$ cat src/rtl/subvec_index_seq.sv
module subvec_index_seq #(
  parameter int VLW  = 7,
  parameter int OFFW = 8
) (
  input  logic            clk,
  input  logic            rst_n,
  input  logic            start,
  input  logic [VLW-1:0]  vl,
  input  logic [1:0]      subvl_m1,
  input  logic            pack_en,
  input  logic            unpack_en,
  input  logic            out_ready,
  output logic            out_valid,
  output logic [OFFW-1:0] src_off,
  output logic [OFFW-1:0] dst_off,
  output logic            out_last,
  output logic            done
);
  localparam int LW = 3;

  logic           busy;
  logic [VLW-1:0] vl_q;
  logic [LW-1:0]  len_q;
  logic [1:0]     tr_q;

  wire start_ok = start & ~busy;
  wire accept   = busy & out_ready;

  wire [VLW-1:0]  len_v  = {{(VLW-LW){1'b0}}, len_q};
  wire [OFFW-1:0] len_o  = {{(OFFW-LW){1'b0}}, len_q};
  wire [VLW-1:0]  vl_lim = vl_q - 1'b1;
  wire [VLW-1:0]  ln_lim = len_v - 1'b1;

  for (genvar g = 0; g < 2; g++) begin : w
    logic [VLW-1:0]  inner, outer;
    logic [OFFW-1:0] base, off;
    wire             tr     = tr_q[g];
    wire [VLW-1:0]   ilim   = tr ? vl_lim : ln_lim;
    wire [VLW-1:0]   olim   = tr ? ln_lim : vl_lim;
    wire [OFFW-1:0]  istep  = tr ? len_o : {{(OFFW-1){1'b0}}, 1'b1};
    wire [OFFW-1:0]  ostep  = tr ? {{(OFFW-1){1'b0}}, 1'b1} : len_o;
    wire             i_end  = (inner == ilim);
    wire             at_end = i_end && (outer == olim);

    always_ff @(posedge clk) begin
      if (!rst_n || start_ok) begin
        inner <= '0;
        outer <= '0;
        base  <= '0;
        off   <= '0;
      end else if (accept) begin
        if (i_end) begin
          inner <= '0;
          outer <= outer + 1'b1;
          base  <= base + ostep;
          off   <= base + ostep;
        end else begin
          inner <= inner + 1'b1;
          off   <= off + istep;
        end
      end
    end
  end

  always_ff @(posedge clk) begin
    if (!rst_n) begin
      busy  <= 1'b0;
      done  <= 1'b0;
      vl_q  <= '0;
      len_q <= '0;
      tr_q  <= '0;
    end else begin
      done <= 1'b0;
      if (start_ok) begin
        vl_q  <= vl;
        len_q <= {1'b0, subvl_m1} + 1'b1;
        tr_q  <= {unpack_en, pack_en};
        busy  <= (vl != '0);
        done  <= (vl == '0);
      end else if (accept && w[0].at_end) begin
        busy <= 1'b0;
        done <= 1'b1;
      end
    end
  end

  assign out_valid = busy;
  assign out_last  = busy & w[0].at_end;
  assign src_off   = w[0].off;
  assign dst_off   = w[1].off;
endmodule


$ cat config.mk
export PLATFORM = sky130hd
export DESIGN_NAME = subvec_index_seq
export DESIGN_NICKNAME = d
export VERILOG_FILES = /design/src/rtl/subvec_index_seq.sv
export SDC_FILE = /design/constraint.sdc
export NUM_CORES = 1
export LEC_CHECK = 0
export ABC_AREA = 0
export ABC_CLOCK_PERIOD_IN_PS = 7330
export BUFFER_PORTS_ARGS = -buffer_cell sky130_fd_sc_hd__buf_2
export CAP_MARGIN = 20
export CORE_MARGIN = 2
export CORE_UTILIZATION = 39
export CTS_CLUSTER_DIAMETER = 30
export CTS_CLUSTER_SIZE = 8
export DETAILED_ROUTE_END_ITERATION = 6
export PLACE_DENSITY = 0.65
export SYNTH_ARGS = -nofsm -noshare
export SYNTH_HDL_FRONTEND = slang
export SYNTH_SLANG_ARGS = --single-unit
$ cat constraint.sdc
create_clock -name clk -period 7.33 [get_ports clk]
set_input_delay 2.199 -clock clk [delete_from_list [all_inputs] [get_ports clk]]
set_output_delay 2.199 -clock clk [all_outputs]
set_load 0.05 [all_outputs]
==> results of run 1 <==
==> final cells by class <==
class,count,area [sq um],area share
clock inverters,4,26.28,0.005490
multi-input cells,409,2803,0.5856
repair buffers,38,206.4,0.04314
inverters,22,82.58,0.01725
well taps,140,175.2,0.03660
clock buffers,11,151.4,0.03163
flip-flops and latches,67,1341,0.2803
==> state kept, by name (all words and copies together), names as in the netlist <==
name,flops
src_off,8
tr_q,2
w.inner,14
vl_q,7
dst_off,8
w.outer,7
done,1
w.base,16
len_q,3
out_valid,1
==> power groups by stage <==
stage,sequential (uW),combinational [uW],clock [uW]
2_1_floorplan,390,96.2,0
3_3_place_gp,390,124,0
3_5_place_dp,391,127,0
4_1_cts,382,128,292
5_1_grt,384,141,307
6_report,382,127,284
==> cells in the mapped netlist (all sizes together), types with 7 or more instances <==
| cell | instances | area share |
|---|---|---|
| nor2b | 11 | 0.016 |
| clkbuf | 24 | 0.021 |
| nand3 | 20 | 0.023 |
| and2 | 10 | 0.014 |
| inv | 22 | 0.019 |
| xnor2 | 40 | 0.085 |
| nor2 | 26 | 0.022 |
| a21oi | 21 | 0.025 |
| a211oi | 8 | 0.014 |
| ha | 18 | 0.052 |
| dfxtp | 67 | 0.31 |
| or3 | 10 | 0.014 |
| mux2i | 13 | 0.030 |
| nand4 | 7 | 0.012 |
| nand2 | 61 | 0.053 |
| o21ai | 29 | 0.033 |
| nor3 | 23 | 0.030 |
| a21boi | 11 | 0.019 |
| and3 | 7 | 0.010 |
| nor4 | 14 | 0.023 |
| a31oi | 11 | 0.019 |
| xor2 | 14 | 0.028 |
==> stage by stage <==
| stage | instances | instance area, sq um | setup WS [ns] |
|---|---|---|---|
| after floorplan | 528 | 4347 | 2.683 |
| after global placement | 675 | 4597 | 2.275 |
| after detailed placement | 675 | 4597 | 2.175 |
| after CTS | 690 | 4775 | 1.787 |
| after global routing | 691 | 4786 | 1.466 |
| final | 691 | 4786 | 1.788 |
==> kinds of logic after synthesis <==
family,Yosys count,synth area share
and+or+nand+nor,210,0.2539
adders and majority gates,22,0.07024
muxes,13,0.02994
DFF,67,0.3086
xor gates and xnor gates,55,0.1183
buffers and inverters,52,0.04663
AOI/OAI and AO/OA,109,0.1724
==> metal layers <==
| metal | vias to the layer above | wire length (um) | part of all wire |
|---|---|---|---|
| met2 | 74 | 5141 | 0.48 |
| met3 | 15 | 399 | 0.037 |
| met4 | 0 | 178 | 0.017 |
| met5 | - | 0 | 0 |
| li1 | 1909 | - | - |
| met1 | 1827 | 4976 | 0.47 |
==> worst min-delay path by stage <==
stage	from	end	slack (ns)	cells after the start
after floorplan	w[0].inner[1]$_SDFFE_PP0P_	w[0].inner[1]$_SDFFE_PP0P_	0.46	2
after global placement	w[0].base[0]$_SDFFE_PP0P_	w[0].base[0]$_SDFFE_PP0P_	0.46	2
after detailed placement	w[0].base[0]$_SDFFE_PP0P_	w[0].base[0]$_SDFFE_PP0P_	0.48	2
after CTS	w[0].base[0]$_SDFFE_PP0P_	w[0].base[0]$_SDFFE_PP0P_	0.49	2
after global routing	w[1].base[6]$_SDFFE_PP0P_	w[1].base[6]$_SDFFE_PP0P_	0.53	2
final	w[0].base[0]$_SDFFE_PP0P_	w[0].base[0]$_SDFFE_PP0P_	0.49	2
==> worst min-delay path, cell delays in order (launching register included) <==
cell	delay [ns]
dfxtp_1	0.32
o21ai_0	0.07
a21oi_1	0.06
==> metrics.yaml, run 1 <==
hold_viol_final: 0
r2r_cells: 7
dp.final_hpwl_mm: 7.945
final.setup_skew_ns: 0.01120
p_leak_uw: 0.001782
netlist_area_sq_mm: 0.004347
final.setup.tns_ns: 0
synth.distinct_cells: 62
die_w_um: 109.6
start_util: 0.4010
vias: 3825
final_cell_mix: "dfxtp_1, nand2_1, xnor2_1, buf_2, o21ai_0"
ff2ff_setup_slack_ns: 4.18
critPathCapture: "out_last"
drt_wl_total_mm: 10.70
antenna_found_initial: 0
drt_pass1_iterations: 4
syn_avg_cell_area_sq_um: 8.232
ys_warn_count: 0
cap_violations: 0
drt_iter0_markers: 209
synth_fp_nets: 565
met1_usage: 0.2577
grt_max_degree: 43
io_pins: 34
final_core_util: 0.4415
cts_root_buf: "clkbuf_8"
tightest_slew_ns: 0.9474
drc_errors: 0
r2r-end: "w[0].base[3]$_SDFFE_PP0P_"
cp_top_family: "simple AND/OR/NAND/NOR gates"
grt_pass1_vias: 3796
ys_ff_latch: 67
grt_use_met2: 0.3205
min_path_type: "reg2reg"
setup_violations: 0
wire_per_inst_um: 15.48
cp-end-kind: "primary output"
relSlewSlack: 0.3649
track_usage: 0.1956
internal_power_uw: 558.7
r2r_start: "tr_q[0]$_SDFFE_PN0P_"
seq_area_frac_synth: 0.3086
status: "complete, no violations"
rsz0062_at_grt: "no"
fin_crit_ns: 5.542
pwr-share-seq: 0.481
syn_inst: 528
cts_setup_buffers: 0
grt_util_met3: 0.03616
cp_num_buf_inv: 1
diodes: 0
final_common_cell: "dfxtp_1"
gp_congestion: 0.8161
synth_edf_count: 0
pwr_density_cell_mw_per_mm2: 165.8
combPwrFrac: 0.161
ctsResizeCount: 0
power_frac_clock: 0.358
cts_buffer_depth: 2
clk_latency_ns: 0.35
grt_pass1_wl_mm: 18.40
p_total_uw: 793.6
async_flop_share: 0
slew_violations: 0
swShare: 0.2959
worstPathCellList: "mux2i_1, xor2_1, a311oi_2, nand4_2, nor2_1, and3_1, buf_2"
cp_slowest_cell: "dfxtp_1"
gr-max-usage-layer: "met2"
drt-vias-per-instance: 5.535
die_area_sq_mm: 0.01201
peakVddDrop_mv: 0.08014
ctsHtreeMaxLevel: 3
overflow: 0
numCtsBuffers: 9
area_growth_syn_to_layout_pct: 10.10
setup.worst_path.start: "tr_q[0]$_SDFFE_PN0P_"
clock_sinks: 67
hold-worst-slack_ns: 0.4871
io_buffers: 33
drive_gt1_frac: 0.1307
arrival_ns: 3.34
path_depth: 7
period_share: 0.7561
nets: 584
hold_buffers: 0
critical-path-max-stage-delay_ns: 0.90
clock.fmax_mhz: 180.4
cts_tree: "done"
cp.required_ns: 5.13
core_area_sq_mm: 0.01084
clk_pin_slew_ns: 0.08
detail-route-antenna-nets: 0
critPathMaxFanout: 23
cp-start-kind: "flop"
fillers: 1090
die_y_um: 109.6
row_count: 38
synth_ff_type: "dfxtp_1"
critPathKind: "reg2out"
p_sw_uw: 234.9
Note: power is estimated with default switching activity, not from simulation.
==> run 2, diff against run 1 <==
Settings changed: ABC_CLOCK_PERIOD_IN_PS 7330 to 5600.
Clock period 7.33 ns to 5.6 ns, I/O delays scaled along.
==> run 2 against run 1 <==
Register-to-register slack got worse by 1.8 ns. Wire length fell by 1.0%. Largest cell class unchanged. Critical path depth did not move. Non-clock buffer count did not move.
==> metrics.yaml, run 2 (synthesis gave the netlist of run 1 again) <==
overflow: 0
cp-end-kind: "primary output"
vias: 3799
drt_pass1_iterations: 5
ctsResizeCount: 0
clock.fmax_mhz: 218.7
hold_buffers: 0
die_y_um: 109.6
grt_pass1_wl_mm: 17.66
drt_iter0_markers: 228
multi_input_area_sq_mm: 0.002803
drive_gt1_frac: 0.1304
nets: 584
antenna_found_initial: 0
io_buffers: 33
area_growth_syn_to_layout_pct: 10.48
start_util: 0.4010
combPwrFrac: 0.153
grt_max_degree: 48
clk_pin_slew_ns: 0.08
cp.required_ns: 3.92
top_register: "w.base"
row_count: 38
pwr-share-seq: 0.466
placed_cell_area_sq_mm: 0.004597
fillers: 1076
status: "complete, no violations"
core_area_sq_mm: 0.01084
clock_sinks: 67
drc_errors: 0
die_w_um: 109.6
r2r_cells: 9
diodes: 0
cts_root_buf: "clkbuf_8"
p_leak_uw: 0.001791
peakVddDrop_mv: 0.09526
min_path_type: "reg2reg"
tightest_slew_ns: 0.9766
p_total_uw: 1075
dp.final_hpwl_mm: 7.618
cap_violations: 0
detail-route-antenna-nets: 0
arrival_ns: 2.89
drt-vias-per-instance: 5.490
final.setup_skew_ns: 0.01058
ctsHtreeMaxLevel: 3
fin_area_sq_mm: 0.004802
drt_wl_total_mm: 10.59
seqCellArea_sq_mm: 0.001341
io_pins: 34
hold_viol_final: 0
setup_violations: 0
gp_congestion: 0.9232
power_frac_clock: 0.381
fin_crit_ns: 4.572
cts_tree: "done"
pwr_density_cell_mw_per_mm2: 223.8
cts_setup_buffers: 0
slew_violations: 0
cp-start-kind: "flop"
critPathKind: "reg2out"
critPathMaxFanout: 23
final_cell_mix: "dfxtp_1, nand2_1, xnor2_1, buf_2, o21ai_0"
final_common_cell: "dfxtp_1"
numCtsBuffers: 9
dp_cells: 675
die_area_sq_mm: 0.01201
period_share: 0.8164
final.setup.tns_ns: 0
track_usage: 0.1875
relSlewSlack: 0.3454
whs_path_depth: 2
cts_buffer_depth: 2
clk_latency_ns: 0.36
swShare: 0.2881
largest_reg_flops: 16
grt_pass1_vias: 3607
hold-worst-slack_ns: 0.4931
reg_top3: "w.base x16, w.inner x14"
fin_cells: 692
p_sw_uw: 309.6
rsz0062_at_grt: "no"
internal_power_uw: 764.9
wire_per_inst_um: 15.30
## run 2: changes by cell type in the layout (fill, tap and decap cells not counted)
cell       previous run  this run
bufinv_16             0         1
clkbuf_1              0         1
clkbuf_8             11        10
clkinv_2              2         3
clkinv_4              1         0
## run 2: layer usage
| layer | part of all wire | vias up | global-route usage |
|---|---|---|---|
| met5 | 0 | - | 0 |
| met4 | 0.018 | 0 | 0.07685 |
| met2 | 0.47 | 83 | 0.3095 |
| met3 | 0.041 | 17 | 0.02964 |
| met1 | 0.47 | 1791 | 0.2436 |
| li1 | - | 1908 | - |
## run 2: cell type report
cell class | count | area share
multi-input combinational | 409 | 0.5836
sequential | 67 | 0.2793
timing repair buffer | 38 | 0.04299
tap | 140 | 0.03648
clock buffer | 11 | 0.02944
inverter | 22 | 0.01720
clock inverter | 5 | 0.01094
## run 2: final timing paths
kind                                                 from                         to  slack [ns]
worst max-delay path                 tr_q[0]$_SDFFE_PN0P_                   out_last        1.03
worst min-delay path            w[0].base[2]$_SDFFE_PP0P_  w[0].base[2]$_SDFFE_PP0P_        0.49
worst max register to register      len_q[0]$_SDFFE_PN0P_  w[1].base[0]$_SDFFE_PP0P_        2.40
worst min register to register  w[0].base[2]$_SDFFE_PP0P_  w[0].base[2]$_SDFFE_PP0P_        0.49
## run 2: metrics by stage
| stage | util | setup slack [ns] |
|---|---|---|
| after floorplan | - | 1.472 |
| after global placement | 0.4241 | 1.496 |
| after detailed placement | 0.4241 | 1.420 |
| after CTS | 0.4419 | 1.032 |
| after global routing | 0.4430 | 0.8716 |
| final | 0.4430 | 1.028 |
## run 2: power groups by stage
stage / Sequential (uW) / Clock (uW) / Combinational (uW)
6_report: 500 / 409 / 165
2_1_floorplan: 510 / 0 / 126
3_5_place_dp: 511 / 0 / 164
5_1_grt: 502 / 441 / 182
4_1_cts: 500 / 419 / 165
3_3_place_gp: 510 / 0 / 161
## run 2: worst max-delay path: stages, from the launching register on
cell	delay, ns
dfxtp_1	0.89
mux2i_1	0.30
xor2_1	0.11
a311oi_2	0.28
nand4_2	0.28
nor2_1	0.21
and3_1	0.20
buf_2	0.27
